[src/rtl/acc_alu_pkg.sv]
package acc_alu_pkg;
  localparam int DW = 16;
  localparam int BW = 8;
  localparam int FW = 8;

  typedef enum logic [4:0] {
    OP_ADD = 5'd0,  OP_ADC = 5'd1,  OP_SUB = 5'd2,  OP_SBC = 5'd3,
    OP_CP  = 5'd4,  OP_INC = 5'd5,  OP_DEC = 5'd6,  OP_AND = 5'd7,
    OP_OR  = 5'd8,  OP_XOR = 5'd9,  OP_RLC = 5'd10, OP_RRC = 5'd11,
    OP_RL  = 5'd12, OP_RR  = 5'd13, OP_SLA = 5'd14, OP_SRA = 5'd15,
    OP_SRL = 5'd16, OP_BIT = 5'd17, OP_SCF = 5'd18, OP_CCF = 5'd19
  } alu_op_e;

  localparam int F_C  = 0;
  localparam int F_N  = 1;
  localparam int F_PV = 2;
  localparam int F_H  = 4;
  localparam int F_Z  = 6;
  localparam int F_S  = 7;

  localparam logic [FW-1:0] M_SZ    = 8'hC0;
  localparam logic [FW-1:0] M_ARITH = 8'h17;
  localparam logic [FW-1:0] M_CH    = 8'h11;
  localparam logic [FW-1:0] M_CN    = 8'h03;
  localparam logic [FW-1:0] M_SCCF  = 8'h13;

  typedef struct packed {
    logic [DW-1:0] res;
    logic          c;
    logic          h;
    logic          v;
  } step_t;
endpackage

[src/rtl/acc_alu_arith.sv]
module acc_alu_arith
  import acc_alu_pkg::*;
(
  input  alu_op_e       op_i,
  input  logic          word_i,
  input  logic [DW-1:0] a_i,
  input  logic [DW-1:0] b_i,
  input  logic          cin_i,
  output step_t         out_o,
  output logic          sub_o
);
  localparam int HB_W = 12;  // half-carry boundary, word
  localparam int HB_B = 4;   // half-carry boundary, byte

  function automatic step_t step(input logic [DW-1:0] x, input logic [DW-1:0] y,
                                 input logic sub, input logic word);
    step_t       r;
    logic [DW:0] sw;
    logic [BW:0] sb;
    if (word) begin
      sw    = sub ? ({1'b0, x} - {1'b0, y}) : ({1'b0, x} + {1'b0, y});
      r.res = sw[DW-1:0];
      r.c   = sw[DW];
      r.h   = x[HB_W] ^ y[HB_W] ^ sw[HB_W];
      r.v   = (sub ? (x[DW-1] ^ y[DW-1]) : ~(x[DW-1] ^ y[DW-1])) & (x[DW-1] ^ sw[DW-1]);
    end else begin
      sb    = sub ? ({1'b0, x[BW-1:0]} - {1'b0, y[BW-1:0]})
                  : ({1'b0, x[BW-1:0]} + {1'b0, y[BW-1:0]});
      r.res = {{(DW-BW){1'b0}}, sb[BW-1:0]};
      r.c   = sb[BW];
      r.h   = x[HB_B] ^ y[HB_B] ^ sb[HB_B];
      r.v   = (sub ? (x[BW-1] ^ y[BW-1]) : ~(x[BW-1] ^ y[BW-1])) & (x[BW-1] ^ sb[BW-1]);
    end
    return r;
  endfunction

  logic          use_cin;
  logic [DW-1:0] opnd;
  step_t         s1, s2;

  always_comb begin
    sub_o   = op_i inside {OP_SUB, OP_SBC, OP_CP, OP_DEC};
    use_cin = op_i inside {OP_ADC, OP_SBC};
    opnd    = (op_i inside {OP_INC, OP_DEC}) ? {{(DW-1){1'b0}}, 1'b1} : b_i;
    // carry first, then second operand
    s1      = step(a_i, {{(DW-1){1'b0}}, use_cin & cin_i}, sub_o, word_i);
    s2      = step(s1.res, opnd, sub_o, word_i);
    out_o.res = s2.res;
    out_o.c   = s1.c | s2.c;
    out_o.h   = s1.h | s2.h;
    out_o.v   = s1.v | s2.v;
  end
endmodule

[src/rtl/acc_alu_bitops.sv]
module acc_alu_bitops
  import acc_alu_pkg::*;
(
  input  alu_op_e       op_i,
  input  logic [BW-1:0] a_i,
  input  logic [BW-1:0] b_i,
  input  logic          cin_i,
  output logic [BW-1:0] res_o,
  output logic          out_c_o
);
  always_comb begin
    res_o   = '0;
    out_c_o = 1'b0;
    unique case (op_i)
      OP_AND: res_o = a_i & b_i;
      OP_OR:  res_o = a_i | b_i;
      OP_XOR: res_o = a_i ^ b_i;
      OP_RLC: begin res_o = {a_i[BW-2:0], a_i[BW-1]}; out_c_o = a_i[BW-1]; end
      OP_RRC: begin res_o = {a_i[0], a_i[BW-1:1]};    out_c_o = a_i[0];    end
      OP_RL:  begin res_o = {a_i[BW-2:0], cin_i};     out_c_o = a_i[BW-1]; end
      OP_RR:  begin res_o = {cin_i, a_i[BW-1:1]};     out_c_o = a_i[0];    end
      OP_SLA: begin res_o = {a_i[BW-2:0], 1'b0};      out_c_o = a_i[BW-1]; end
      OP_SRA: begin res_o = {a_i[BW-1], a_i[BW-1:1]}; out_c_o = a_i[0];    end
      OP_SRL: begin res_o = {1'b0, a_i[BW-1:1]};      out_c_o = a_i[0];    end
      OP_BIT: res_o = a_i & (BW'(1) << b_i[2:0]);
      default: ;
    endcase
  end
endmodule

[src/rtl/acc_alu_flag_gen.sv]
module acc_alu_flag_gen
  import acc_alu_pkg::*;
(
  input  alu_op_e       op_i,
  input  logic          word_i,
  input  step_t         ar_i,
  input  logic          sub_i,
  input  logic [BW-1:0] br_i,
  input  logic          bc_i,
  input  logic [FW-1:0] flags_i,
  output logic [DW-1:0] res_o,
  output logic [FW-1:0] flags_o,
  output logic          wb_o
);
  logic [FW-1:0] mask, val;
  logic          sgn, zer;

  always_comb begin
    mask  = '0;
    val   = '0;
    res_o = '0;
    wb_o  = 1'b0;
    sgn   = 1'b0;
    zer   = 1'b0;
    unique case (op_i)
      OP_ADD, OP_ADC, OP_SUB, OP_SBC, OP_CP, OP_INC, OP_DEC: begin
        res_o = ar_i.res;
        wb_o  = (op_i != OP_CP);
        sgn   = word_i ? ar_i.res[DW-1] : ar_i.res[BW-1];
        zer   = (ar_i.res == '0);
        if (word_i && op_i == OP_ADD) begin
          mask = M_CN;
        end else if (word_i && op_i inside {OP_INC, OP_DEC}) begin
          mask = '0;
        end else if (op_i inside {OP_INC, OP_DEC}) begin
          mask = (M_SZ | M_ARITH) & ~FW'(1 << F_C);
        end else begin
          mask = M_SZ | M_ARITH;
        end
        val[F_S]  = sgn;
        val[F_Z]  = zer;
        val[F_H]  = ar_i.h;
        val[F_PV] = ar_i.v;
        val[F_N]  = sub_i;
        val[F_C]  = ar_i.c;
      end
      OP_AND, OP_OR, OP_XOR, OP_RLC, OP_RRC, OP_RL, OP_RR,
      OP_SLA, OP_SRA, OP_SRL: begin
        res_o     = {{(DW-BW){1'b0}}, br_i};
        wb_o      = 1'b1;
        mask      = M_SZ | M_ARITH;
        val[F_S]  = br_i[BW-1];
        val[F_Z]  = (br_i == '0);
        val[F_PV] = ~^br_i;
        val[F_H]  = (op_i == OP_AND);
        val[F_C]  = (op_i inside {OP_AND, OP_OR, OP_XOR}) ? 1'b0 : bc_i;
      end
      OP_BIT: begin
        res_o    = {{(DW-BW){1'b0}}, br_i};
        mask     = M_SZ | FW'(1 << F_H) | FW'(1 << F_N);
        val[F_S] = br_i[BW-1];
        val[F_Z] = (br_i == '0);
        val[F_H] = 1'b1;
      end
      OP_SCF: begin
        mask     = M_SCCF;
        val[F_C] = 1'b1;
      end
      OP_CCF: begin
        mask     = M_SCCF;
        val[F_H] = flags_i[F_C];
        val[F_C] = ~flags_i[F_C];
      end
      default: ;
    endcase
    flags_o = (flags_i & ~mask) | (val & mask);
  end
endmodule

[src/rtl/acc_alu.sv]
module acc_alu
  import acc_alu_pkg::*;
(
  input  logic          clk_i,
  input  logic          rst_ni,
  input  logic          valid_i,
  input  logic [4:0]    op_i,
  input  logic          word_i,
  input  logic [DW-1:0] a_i,
  input  logic [DW-1:0] b_i,
  input  logic [FW-1:0] flags_i,
  output logic          valid_o,
  output logic [DW-1:0] result_o,
  output logic [FW-1:0] flags_o,
  output logic          wb_o
);
  alu_op_e       op;
  step_t         ar;
  logic          sub;
  logic [BW-1:0] br;
  logic          bc;
  logic [DW-1:0] res_d;
  logic [FW-1:0] flags_d;
  logic          wb_d;

  assign op = alu_op_e'(op_i);

  acc_alu_arith u_arith (
    .op_i(op), .word_i(word_i), .a_i(a_i), .b_i(b_i),
    .cin_i(flags_i[F_C]), .out_o(ar), .sub_o(sub)
  );

  acc_alu_bitops u_bitops (
    .op_i(op), .a_i(a_i[BW-1:0]), .b_i(b_i[BW-1:0]),
    .cin_i(flags_i[F_C]), .res_o(br), .out_c_o(bc)
  );

  acc_alu_flag_gen u_flags (
    .op_i(op), .word_i(word_i), .ar_i(ar), .sub_i(sub), .br_i(br),
    .bc_i(bc), .flags_i(flags_i), .res_o(res_d), .flags_o(flags_d), .wb_o(wb_d)
  );

  always_ff @(posedge clk_i or negedge rst_ni) begin
    if (!rst_ni) begin
      valid_o  <= 1'b0;
      result_o <= '0;
      flags_o  <= '0;
      wb_o     <= 1'b0;
    end else begin
      valid_o <= valid_i;
      if (valid_i) begin
        result_o <= res_d;
        flags_o  <= flags_d;
        wb_o     <= wb_d;
      end
    end
  end

  a_r1_valid_follows: assert property (@(posedge clk_i) disable iff (!rst_ni)
    valid_i |=> valid_o);

  a_r1_idle_hold: assert property (@(posedge clk_i) disable iff (!rst_ni)
    !valid_i |=> $stable(result_o) && $stable(flags_o) && $stable(wb_o) && !valid_o);

  a_r2_spare_bits: assert property (@(posedge clk_i) disable iff (!rst_ni)
    valid_i |=> flags_o[3] == $past(flags_i[3]) && flags_o[5] == $past(flags_i[5]));

  a_r5_no_writeback: assert property (@(posedge clk_i) disable iff (!rst_ni)
    valid_i && (op_i inside {5'd4, 5'd17, 5'd18, 5'd19}) |=> !wb_o);

  a_r6_incdec_carry: assert property (@(posedge clk_i) disable iff (!rst_ni)
    valid_i && !word_i && (op_i inside {5'd5, 5'd6}) |=> flags_o[F_C] == $past(flags_i[F_C]));

  a_r7_word_add_keep: assert property (@(posedge clk_i) disable iff (!rst_ni)
    valid_i && word_i && op_i == 5'd0 |=> flags_o[7:2] == $past(flags_i[7:2]) && !flags_o[F_N]);

  a_r12_scf: assert property (@(posedge clk_i) disable iff (!rst_ni)
    valid_i && op_i == 5'd18 |=> flags_o[F_C] && !flags_o[F_N] && !flags_o[F_H]);
endmodule

[config.mk]
export PLATFORM = sky130hd
export DESIGN_NAME = acc_alu
export DESIGN_NICKNAME = d
export VERILOG_FILES = /design/src/rtl/acc_alu_pkg.sv /design/src/rtl/acc_alu_arith.sv /design/src/rtl/acc_alu_bitops.sv /design/src/rtl/acc_alu_flag_gen.sv /design/src/rtl/acc_alu.sv
export SDC_FILE = /design/constraint.sdc
export NUM_CORES = 1
export LEC_CHECK = 0
export ABC_AREA = 1
export BUFFER_PORTS_ARGS = -buffer_cell sky130_fd_sc_hd__buf_2
export CORE_MARGIN = 2
export CORE_UTILIZATION = 30
export CTS_BUF_LIST = sky130_fd_sc_hd__clkbuf_4 sky130_fd_sc_hd__clkbuf_8 sky130_fd_sc_hd__clkbuf_16
export CTS_CLUSTER_SIZE = 14
export DETAILED_ROUTE_END_ITERATION = 6
export PLACE_DENSITY = 0.59
export SLEW_MARGIN = 20
export SYNTH_ARGS = -nofsm -noshare
export SYNTH_HDL_FRONTEND = slang
export SYNTH_SLANG_ARGS = --single-unit
[constraint.sdc]
create_clock -name clk_i -period 0.9 [get_ports clk_i]
set_clock_uncertainty 0.05 [all_clocks]
set_input_delay 0.18 -clock clk_i [delete_from_list [all_inputs] [get_ports clk_i]]
set_output_delay 0.18 -clock clk_i [all_outputs]
set_load 0.01 [all_outputs]
### Yosys cells after proc, flatten, opt, wreduce, memory -nomap -nowiden

Cells that the tools add are included.

* add/subtract/negate cells: 8
* eq/ne operators: 20
* shift-type cells: 1
* multiplexer cells: 26
* bitwise logic cells: 33
* reduce and logical (&&, ||, !) cells: 16

Operator list (count)
* 8-bit case mux with 11 select lines: 1
* 5-bit by 4-bit equality test with 1-bit output, second input constant: 8
* 19-bit 2-to-1 mux: 2
* 17-bit 2-to-1 mux: 2
* 8-bit bitwise AND: 4
* 16-bit case mux with 2 select lines: 1
* 8-bit case mux with 4 select lines: 1
* 5-bit by 3-bit equality test with 1-bit output, second input constant: 4
* 5-bit equality test, second input constant: 4
* 9-bit 2-to-1 mux: 2
* 16-bit by 1-bit adder with 17-bit output: 1
* 16-bit by 16-bit adder with 17-bit output: 1
* 16-bit by 1-bit subtractor with 17-bit output: 1
* 16-bit by 16-bit subtractor with 17-bit output: 1
* 16-bit logical NOT: 1
* 16-bit 2-to-1 mux: 1
* 8-bit 2-to-1 mux: 2
* 8-bit OR: 2
* 1-bit XOR: 12
* 11-bit OR reduction: 1
* 5-bit by 2-bit equality test with 1-bit output, second input constant: 2
* 10-bit OR reduction: 1
* 8-bit by 1-bit adder with 9-bit output: 1
* 8-bit by 8-bit adder with 9-bit output: 1
* other kinds (25): 47

* register bits after elaboration: 26
* input bits: 49
* output and inout bits: 26
* word-level logic and storage cells: 108

### Depth between registers and ports, before layout

Gate-level depths: netlist of run 1.

* depth after elaboration: 17
* mapped depth: 35
* mapped depth without buffers: 34

### By module

From an unflattened synthesis of run 1, not the netlist that was laid out.

* cell total of the unflattened synthesis: 840
* area total of the unflattened synthesis: 4978.5 µm²

By module, submodules not included
* acc_alu_arith: instances 1, cells an instance 419, area each 2408.6 µm², seq. area each 0.0 µm²
* acc_alu: instances 1, cells an instance 107, area each 989.7 µm², seq. area each 650.6 µm²
* acc_alu_bitops: instances 1, cells an instance 160, area each 805.8 µm², seq. area each 0.0 µm²
* acc_alu_flag_gen: instances 1, cells an instance 154, area each 774.5 µm², seq. area each 0.0 µm²

### Worst setup path before layout of run 1

No wires, ideal clock.

* path kind: input to register
* start: in op_i[3]
* end: reg flags_o[2]
* setup time: 0.116 ns
* arrival: 4.249 ns
* data required time: 0.734 ns
* setup slack: -3.516 ns
* cell stages on the path: 34
* buffers on the path: 1
* cell sequence: inv_1 > nand2_1 > nor2_4 > nand2_1 > o21a_1 > clkbuf_1 > nand2_1 > ha_1 > a21oi_1 > nand2_1 > nand2_1 > nand2_1 > nand3_1 > nand2_1 > nand3_1 > nand2_1 > nand2_1 > inv_1 > a21boi_0 > xor2_1 > nor2_1 > ha_1 > nand4_1 > o21ai_0 > nor3_1 > nand3_1 > nand3_1 > nand2_1 > nand2_1 > nand3_1 > nand2_1 > nand2_1 > nand2_1 > nand2_1

* longest elaborated chain between the ends: 15
* elaborated cells on any way between the ends: 71
* classes of those cells: add/sub: 8; eq/ne: 19; mux: 16; bitwise: 18; reduce/logical: 10

RTL lines
* from (decl): RTL line acc_alu.sv:7 `input logic [4:0] op_i,`
* 5-bit by 1-bit equality test with 1-bit output / 5-bit by 2-bit equality test with 1-bit output (equally long branches): RTL line acc_alu_arith.sv:43, acc_alu_flag_gen.sv:25, acc_alu_arith.sv:42
* 2-bit nonzero test: RTL line acc_alu_arith.sv:43 `use_cin = op_i inside {OP_ADC, OP_SBC};`
* 1-bit bitwise AND: RTL line acc_alu_arith.sv:46 `s1 = step(a_i, {{(DW-1){1'b0}}, use_cin & cin_i}, sub_o, word_i);`
* 16-bit by 1-bit adder with 17-bit output (tied with other cells): RTL line acc_alu_arith.sv:21 `sw = sub ? ({1'b0, x} - {1'b0, y}) : ({1'b0, x} + {1'b0, y});`
* 17-bit 2-to-1 mux / 9-bit 2-to-1 mux (equally long branches): RTL line acc_alu_arith.sv:21, acc_alu_arith.sv:27
* 19-bit 2-to-1 mux: RTL line acc_alu_arith.sv:20 `if (word) begin`
* 16-bit by 16-bit adder with 17-bit output (tied with other cells): RTL line acc_alu_arith.sv:21
* 17-bit 2-to-1 mux (tied with other cells): RTL line acc_alu_arith.sv:21
* 1-bit XOR (tied with other cells): RTL line acc_alu_arith.sv:25 `r.v = (sub ? (x[DW-1] ^ y[DW-1]) : ~(x[DW-1] ^ y[DW-1])) & (x[DW-1] ^ sw[DW-1]);`
* 1-bit bitwise AND, on equally long branches: RTL line acc_alu_arith.sv:25, acc_alu_arith.sv:32
* 19-bit 2-to-1 mux: RTL line acc_alu_arith.sv:20
* 1-bit OR: RTL line acc_alu_arith.sv:51 `out_o.v = s1.v | s2.v;`
* 1-bit case mux with 2 select lines: RTL line acc_alu_flag_gen.sv:25 `unique case (op_i)`
* 8-bit bitwise AND: RTL line acc_alu_flag_gen.sv:76 `flags_o = (flags_i & ~mask) | (val & mask);`
* 8-bit OR (*): RTL line acc_alu_flag_gen.sv:76
* to (signal assigned): RTL line acc_alu.sv:53 `flags_o <= flags_d;`
* to (decl): RTL line acc_alu.sv:14 `output logic [FW-1:0] flags_o,`

Mark *: on every way between the ends. The rest lies on a longest branch, timed or not.
A chain may end at the register's enable or synchronous reset.

### Worst setup path after layout of run 1

Ends and elaborated chain as after synthesis.

==> flow_summary.yaml, run 1 <==
logic_synthesis:
  yosys-top-cells-area: "dfrtp_1, nand2_1, ha_1"
  synth_cells: 675
  synthFlopType: "dfrtp_1"
  yosys_register_bits: 26
  synth_top_area_share_pct: 15.3
  synth.most_common_cell: "nand2_1"
  seq_area_frac_synth_pct: 15.3
  synth_common_cells: "nand2_1, inv_1, nor2_1"
  synth_edf_count: 0
  yosysWarnings: 0
  synth_area_leader_cell: "dfrtp_1"
  synth_nets: 773
  yosysUniqueCellTypes: 47
  syn_area_per_cell_um2: 6.31
  postSynth.asyncResetShare_pct: 100
  syn_area_um2: 4260
drt:
  drt_pre_antenna_iters: 4
  wire_per_inst_um: 13.6
  wl_mm: 16.0
  drt_iter0_markers: 282
  route.detailed.drc: 0
  drt-vias-per-instance: 4.82
  vias: 5666
  ant_nets: 0
timing:
  finalSetupViolCount: 49
  min_period_ns: 3.68
  finalHoldViolations: 0
  post-route-period-util_pct: 409
  maxSlewViolCount: 0
  rsz0062_at_grt: "yes"
  fin_hold_ws_ns: 0.0728
  tightestPinTransition_ns: 0.578
  relSlewSlack_pct: 61.0
  setup_ws_ns: -2.78
  clock.fmax_mhz: 272
placement:
  pre_cts_slack_ns: -3.22
  place.gp.congestion: 0.931
  io_buffers: 74
  dpl-instance-area_um2: 6610
  place_hpwl_mm: 12.7
finish:
  fillers: 1302
  drive_above_1_share_pct: 49.1
  multiInputGateArea_um2: 3910
  diodes: 0
  nets: 1094
  regArea_um2: 651
  syn2layout_area_growth_pct: 80.2
  fin_area_um2: 7670
worst_hold_path:
  hold_class: "in -> reg"
  min_path_cells: 3
  hold_path_startpoint: "flags_i[3]"
worst_setup_path:
  crit_family: "simple AND/OR/NAND/NOR gates"
  crit_required_ns: 1.00
  cpMaxStageDelayCell: "ha_1"
  arrival_ns: 3.78
  path_buf_inv: 5
  path_common_cell: "nand2_1"
  path_max_fanout: 8
  cpPeakStageDelay_ns: 0.32
  r2r_cells: 4
  cp-start-kind: "input pin"
  cp-end-kind: "register"
  crit_path_start: "op_i[3]"
  path_depth: 33
  path_class: "in -> reg"
  reg2reg_from: "result_o[9]$_DFFE_PN0P_"
die:
  ios: 75
  dieArea_um2: 15200
  die-height_um: 123
  start_util_pct: 30.7
  row_count: 43
  fp.dieW_um: 123
  coreArea_um2: 13900
cts:
  clk_pin_slew_ns: 0.06
  clkSinkCount: 26
  clk_latency_ns: 0.26
  cts_tree: "yes"
  h-tree-depth: 1
  cts_buffer_depth: 2
  cts_buffers: 3
  cts-root-buf: "clkbuf_16"
job:
  cap_violations: 0
power_and_ir_drop:
  p_leak_nw: 3.97
  irDropWorstVdd_mv: 0.908
  p_per_area_nw_per_um2: 1100
  finalPower_mw: 8.47
global_route:
  grt_max_degree: 28
  grt_util_all_layers_pct: 20.0
  grt_pass1_vias: 5318
  grt_overflow: 0
  grt_pass1_wl_mm: 24.5
  antenna_found_initial: 0
status:
  failed_checks: "negative setup slack"
  status: "finished, violations left"
==> tightest hold or removal path, delay by kind of cell <==
kind                   cells  cell delay (ns)
and+or+nand+nor            2             0.09
buffers and inverters      1             0.08
==> repair_timing <==
| action | in CTS | in global routing |
|---|---|---|
| setup endpoints to repair | 49 | 49 |
| endpoints found under the hold margin | 26 | 0 |
| buffers inserted | 32 | 15 |
| pin swaps | 38 | 71 |
| resized for setup | 42 | 131 |
| hold buffers | 1 | 0 |
==> cells in the final DEF (no fill, tap or decap), types with 5 or more instances in the layout <==
| cell type | synthesis | routed |
|---|---|---|
| nor3_1 | 19 | 13 |
| nand2_4 | 3 | 15 |
| nand3_1 | 49 | 34 |
| ha_4 | 0 | 11 |
| a21oi_1 | 47 | 26 |
| nor2_1 | 66 | 53 |
| nand2_2 | 2 | 22 |
| dfrtp_1 | 26 | 26 |
| nor2_2 | 1 | 10 |
| nor3_2 | 1 | 6 |
| inv_1 | 86 | 73 |
| a21oi_2 | 0 | 17 |
| a31oi_1 | 8 | 7 |
| nor2_4 | 3 | 7 |
| o31ai_1 | 5 | 5 |
| o21ai_2 | 1 | 9 |
| nand2_1 | 157 | 124 |
| ha_1 | 47 | 36 |
| o221ai_1 | 13 | 13 |
| a211oi_1 | 8 | 7 |
| xor2_1 | 24 | 21 |
| o21ai_0 | 32 | 15 |
| buf_6 | 0 | 18 |
| nand3_2 | 1 | 15 |
| xnor2_1 | 9 | 8 |
| o21ai_1 | 0 | 9 |
| buf_4 | 0 | 234 |
| inv_2 | 5 | 16 |
| nand4_1 | 9 | 9 |
| buf_2 | 1 | 71 |
==> metal layers <==
| metal | part of all wire (%) | track usage [%] | up-vias |
|---|---|---|---|
| met3 | 3.9 | 0.969 | 12 |
| met1 | 48 | 28.1 | 2584 |
| met4 | 0.91 | 2.77 | 0 |
| met5 | 0 | 0 | - |
| li1 | - | - | 2937 |
| met2 | 47 | 34.7 | 133 |
==> final timing paths <==
kind                                             to  slack (ns)
max in group asynchronous    flags_o[0]$_DFFE_PN0P_        0.31
setup / recovery             flags_o[2]$_DFFE_PN0P_       -2.78
hold / removal               flags_o[3]$_DFFE_PN0P_        0.07
setup reg to reg            result_o[9]$_DFFE_PN0P_           0
min in group asynchronous  result_o[13]$_DFFE_PN0P_        0.34
hold reg to reg              flags_o[6]$_DFFE_PN0P_        0.44
==> through the flow <==
stage	instances	TNS [ns]	utilization [%]
floorplan	675	-45.26	-
global placement	1126	-58.05	47.6
detailed placement	1126	-59.13	47.6
CTS	1163	-51.69	51.0
global route	1175	-56.02	55.2
finish	1175	-51.42	55.2
==> flip-flops by register name, summed over array words and instances, names as in the netlist <==
name / count
flags_o: 8
valid_o: 1
wb_o: 1
result_o: 16
==> layout make-up <==
class	count	area share [%]
clock buffers	4	1.16
multi-input cells	541	51.0
repair buffers	329	31.6
inverters	95	4.88
well taps	180	2.94
flip-flops and latches	26	8.48
==> power by group <==
part | leakage, nW | switching, mW | internal (mW)
registers | 0.333 | 0.0882 | 1.32
clock network | 0.0442 | 0.385 | 0.680
logic | 3.60 | 2.97 | 3.03
total | 3.97 | 3.44 | 5.02
==> logic make-up (layout without fill, tap and decap cells) <==
group           count (synthesis)  after routing  synth area share (%)
simple gates                  319            319                  32.8
fa+ha+maj                      49             49                  14.8
buf+inv                       108            428                  9.55
xor+xnor                       34             34                  7.17
compound gates                139            139                  20.5
flops                          26             26                  15.3
Note: power is estimated with default switching activity, not from simulation.
==> run 2: changes to the inputs <==
--- a/config.mk
+++ b/config.mk
@@ -7,6 +7,7 @@
 export LEC_CHECK = 0
 export ABC_AREA = 1
 export BUFFER_PORTS_ARGS = -buffer_cell sky130_fd_sc_hd__buf_2
+export CORE_ASPECT_RATIO = 0.5
 export CORE_MARGIN = 2
 export CORE_UTILIZATION = 30
 export CTS_BUF_LIST = sky130_fd_sc_hd__clkbuf_4 sky130_fd_sc_hd__clkbuf_8 sky130_fd_sc_hd__clkbuf_16
==> run 2 against run 1 <==
Compared with the run above:
- the run still ends with negative setup slack left
- maximum frequency rose by 0.29%
- die area rose by 0.39%
- total power rose by 9.2%
- worst hold slack improved by 0.0031 ns
- worst setup slack improved by 0.011 ns
- largest power group unchanged
==> flow_summary.yaml, run 2 (same netlist as run 1, synthesis figures left out) <==
global_route:
  grt_util_all_layers_pct: 22.6
  grt_pass1_wl_mm: 27.6
  antenna_found_initial: 0
  grt_overflow: 0
  grt_max_degree: 27
  grt_pass1_vias: 5712
die:
  coreArea_um2: 13700
  die-height_um: 88.2
  start_util_pct: 31.1
  fp.dieW_um: 172
  row_count: 30
  ios: 75
  dieArea_um2: 15200
worst_setup_path:
  path_common_cell: "nand2_2"
  r2r_cells: 4
  cp-end-kind: "register"
  arrival_ns: 3.81
  cpPeakStageDelay_ns: 0.29
  crit_required_ns: 1.04
  path_max_fanout: 8
  reg2reg_from: "result_o[8]$_DFFE_PN0P_"
  r2r_slack_ns: -0.02
  cpMaxStageDelayCell: "ha_4"
  cp-start-kind: "input pin"
  worst_r2r_endpoint: "result_o[8]$_DFFE_PN0P_"
  path_class: "in -> reg"
cts:
  cts_buffers: 3
  cts-root-buf: "clkbuf_16"
  h-tree-depth: 1
  cts_buffer_depth: 2
  clkSinkCount: 26
  clk_latency_ns: 0.26
  clk_pin_slew_ns: 0.07
  cts_tree: "yes"
drt:
  ant_nets: 0
  drt_iter0_markers: 421
  vias: 6008
  drt_pre_antenna_iters: 5
  wl_mm: 17.9
  drt-vias-per-instance: 5.05
  wire_per_inst_um: 15.0
  route.detailed.drc: 0
placement:
  dpl-instance-area_um2: 6620
  place.gp.congestion: 0.919
  io_buffers: 74
  place_hpwl_mm: 13.4
  place_inst: 1139
  pre_cts_slack_ns: -3.17
timing:
  setup_ws_ns: -2.77
  finalSetupViolCount: 49
  rsz0062_at_grt: "yes"
  min_period_ns: 3.67
  finalHoldViolations: 0
  post-route-period-util_pct: 408
  clock.fmax_mhz: 273
  fin_tns_setup_ns: -52.88
  maxSlewViolCount: 0
  tightestPinTransition_ns: 0.615
  fin_hold_ws_ns: 0.0759
  relSlewSlack_pct: 59.0
worst_hold_path:
  min_path_cells: 3
  min_to: "flags_o[3]$_DFFE_PN0P_"
  hold_class: "in -> reg"
  hold_path_startpoint: "flags_i[3]"
power_and_ir_drop:
  seqPwrFrac_pct: 15.2
  p_comb_share_pct: 72.9
  finalPower_mw: 9.24
  clock_power_share_pct: 11.9
  p_int_mw: 5.37
  p_per_area_nw_per_um2: 1150
  irDropWorstVdd_mv: 0.897
  swShare_pct: 41.9
  p_leak_nw: 4.05
  power.switching_mw: 3.87
job:
  cap_violations: 0
finish:
  largest_reg_flops: 16
  final_util_pct: 58.5
  layout_commonest_cell: "buf_4"
  reg_top3: "result_o (16), flags_o (8)"
  diodes: 0
  nets: 1096
  syn2layout_area_growth_pct: 88.2
  top_register: "result_o"
  instances_no_fill: 1189
  fin_area_um2: 8010
  mostFrequentLayoutCells: "buf_4, nand2_1, inv_1"
  drive_above_1_share_pct: 53.3
status:
  failed_checks: "negative setup slack"
  status: "finished, violations left"
==> run 2: cell count changes in the layout (fill, tap and decap cells not counted), moves of 4 or more <==
cell,before,now
buf_6,18,39
buf_4,234,221
a21oi_2,17,24
nand2_1,124,117
nand2_2,22,29
o221ai_1,13,6
o221ai_2,0,7
buf_2,71,65
nand3_1,34,28
a21oi_1,26,21
nand3_4,1,5
o21ai_1,9,5
o21ai_2,9,13
==> run 2: final cells by class <==
type | instances | area, um^2
clock buffers | 4 | 88.8
fillers | 1195 | 5690
inverters | 95 | 377
multi-input cells | 542 | 4150
flip-flops and latches | 26 | 651
well taps | 192 | 240
repair buffers | 330 | 2500
==> run 2: what timing repair did <==
| item | CTS | global route |
|---|---|---|
| pin swaps | 77 | 56 |
| setup endpoints to repair | 49 | 49 |
| hold endpoints to repair | 26 | 0 |
| gates resized for setup | 158 | 87 |
| cloned | 1 | 0 |
| hold buffers | 1 | 0 |
| setup buffers | 35 | 15 |
==> run 2: how the worst max path moves through the flow <==
stage | start | endpoint | slack, ns | depth (start not counted)
after floorplan | op_i[3] | flags_o[2]$_DFFE_PN0P_ | -2.75 | 35
after CTS | op_i[2] | flags_o[2]$_DFFE_PN0P_ | -2.63 | 32
after global routing | op_i[3] | flags_o[6]$_DFFE_PN0P_ | -3.00 | 29
after detailed placement | op_i[3] | flags_o[2]$_DFFE_PN0P_ | -3.17 | 33
after global placement | op_i[3] | flags_o[2]$_DFFE_PN0P_ | -3.08 | 30
final | op_i[3] | flags_o[4]$_DFFE_PN0P_ | -2.77 | 31
==> run 2: critical path, delay by kind of cell <==
family                   cells  cell delay, ns
adder cells (fa/ha/maj)      2            0.57
XOR/XNOR                     1            0.15
AO/OA/AOI/OAI                4            0.59
AND/OR/NAND/NOR             19            1.71
buffers and inverters        5            0.60
==> run 2: metal layers <==
| layer | wire length [um] | global-route usage (%) | up-vias | part of all wire, % |
|---|---|---|---|---|
| met1 | 8370 | 31.4 | 2858 | 47 |
| li1 | - | - | 2941 | - |
| met4 | 344 | 5.04 | 0 | 1.9 |
| met2 | 8260 | 38.2 | 177 | 46 |
| met3 | 903 | 2.64 | 32 | 5.1 |
| met5 | 0 | 0 | - | 0 |
==> run 2: power by group through the flow <==
| stage | Combinational (mW) | Clock [mW] | Sequential (mW) |
|---|---|---|---|
| 6_report | 6.74 | 1.10 | 1.40 |
| 5_1_grt | 7.25 | 1.17 | 1.42 |
| 4_1_cts | 5.89 | 1.11 | 1.40 |
| 3_5_place_dp | 4.82 | 0 | 1.42 |
| 3_3_place_gp | 4.78 | 0 | 1.42 |
| 2_1_floorplan | 2.43 | 0 | 1.48 |
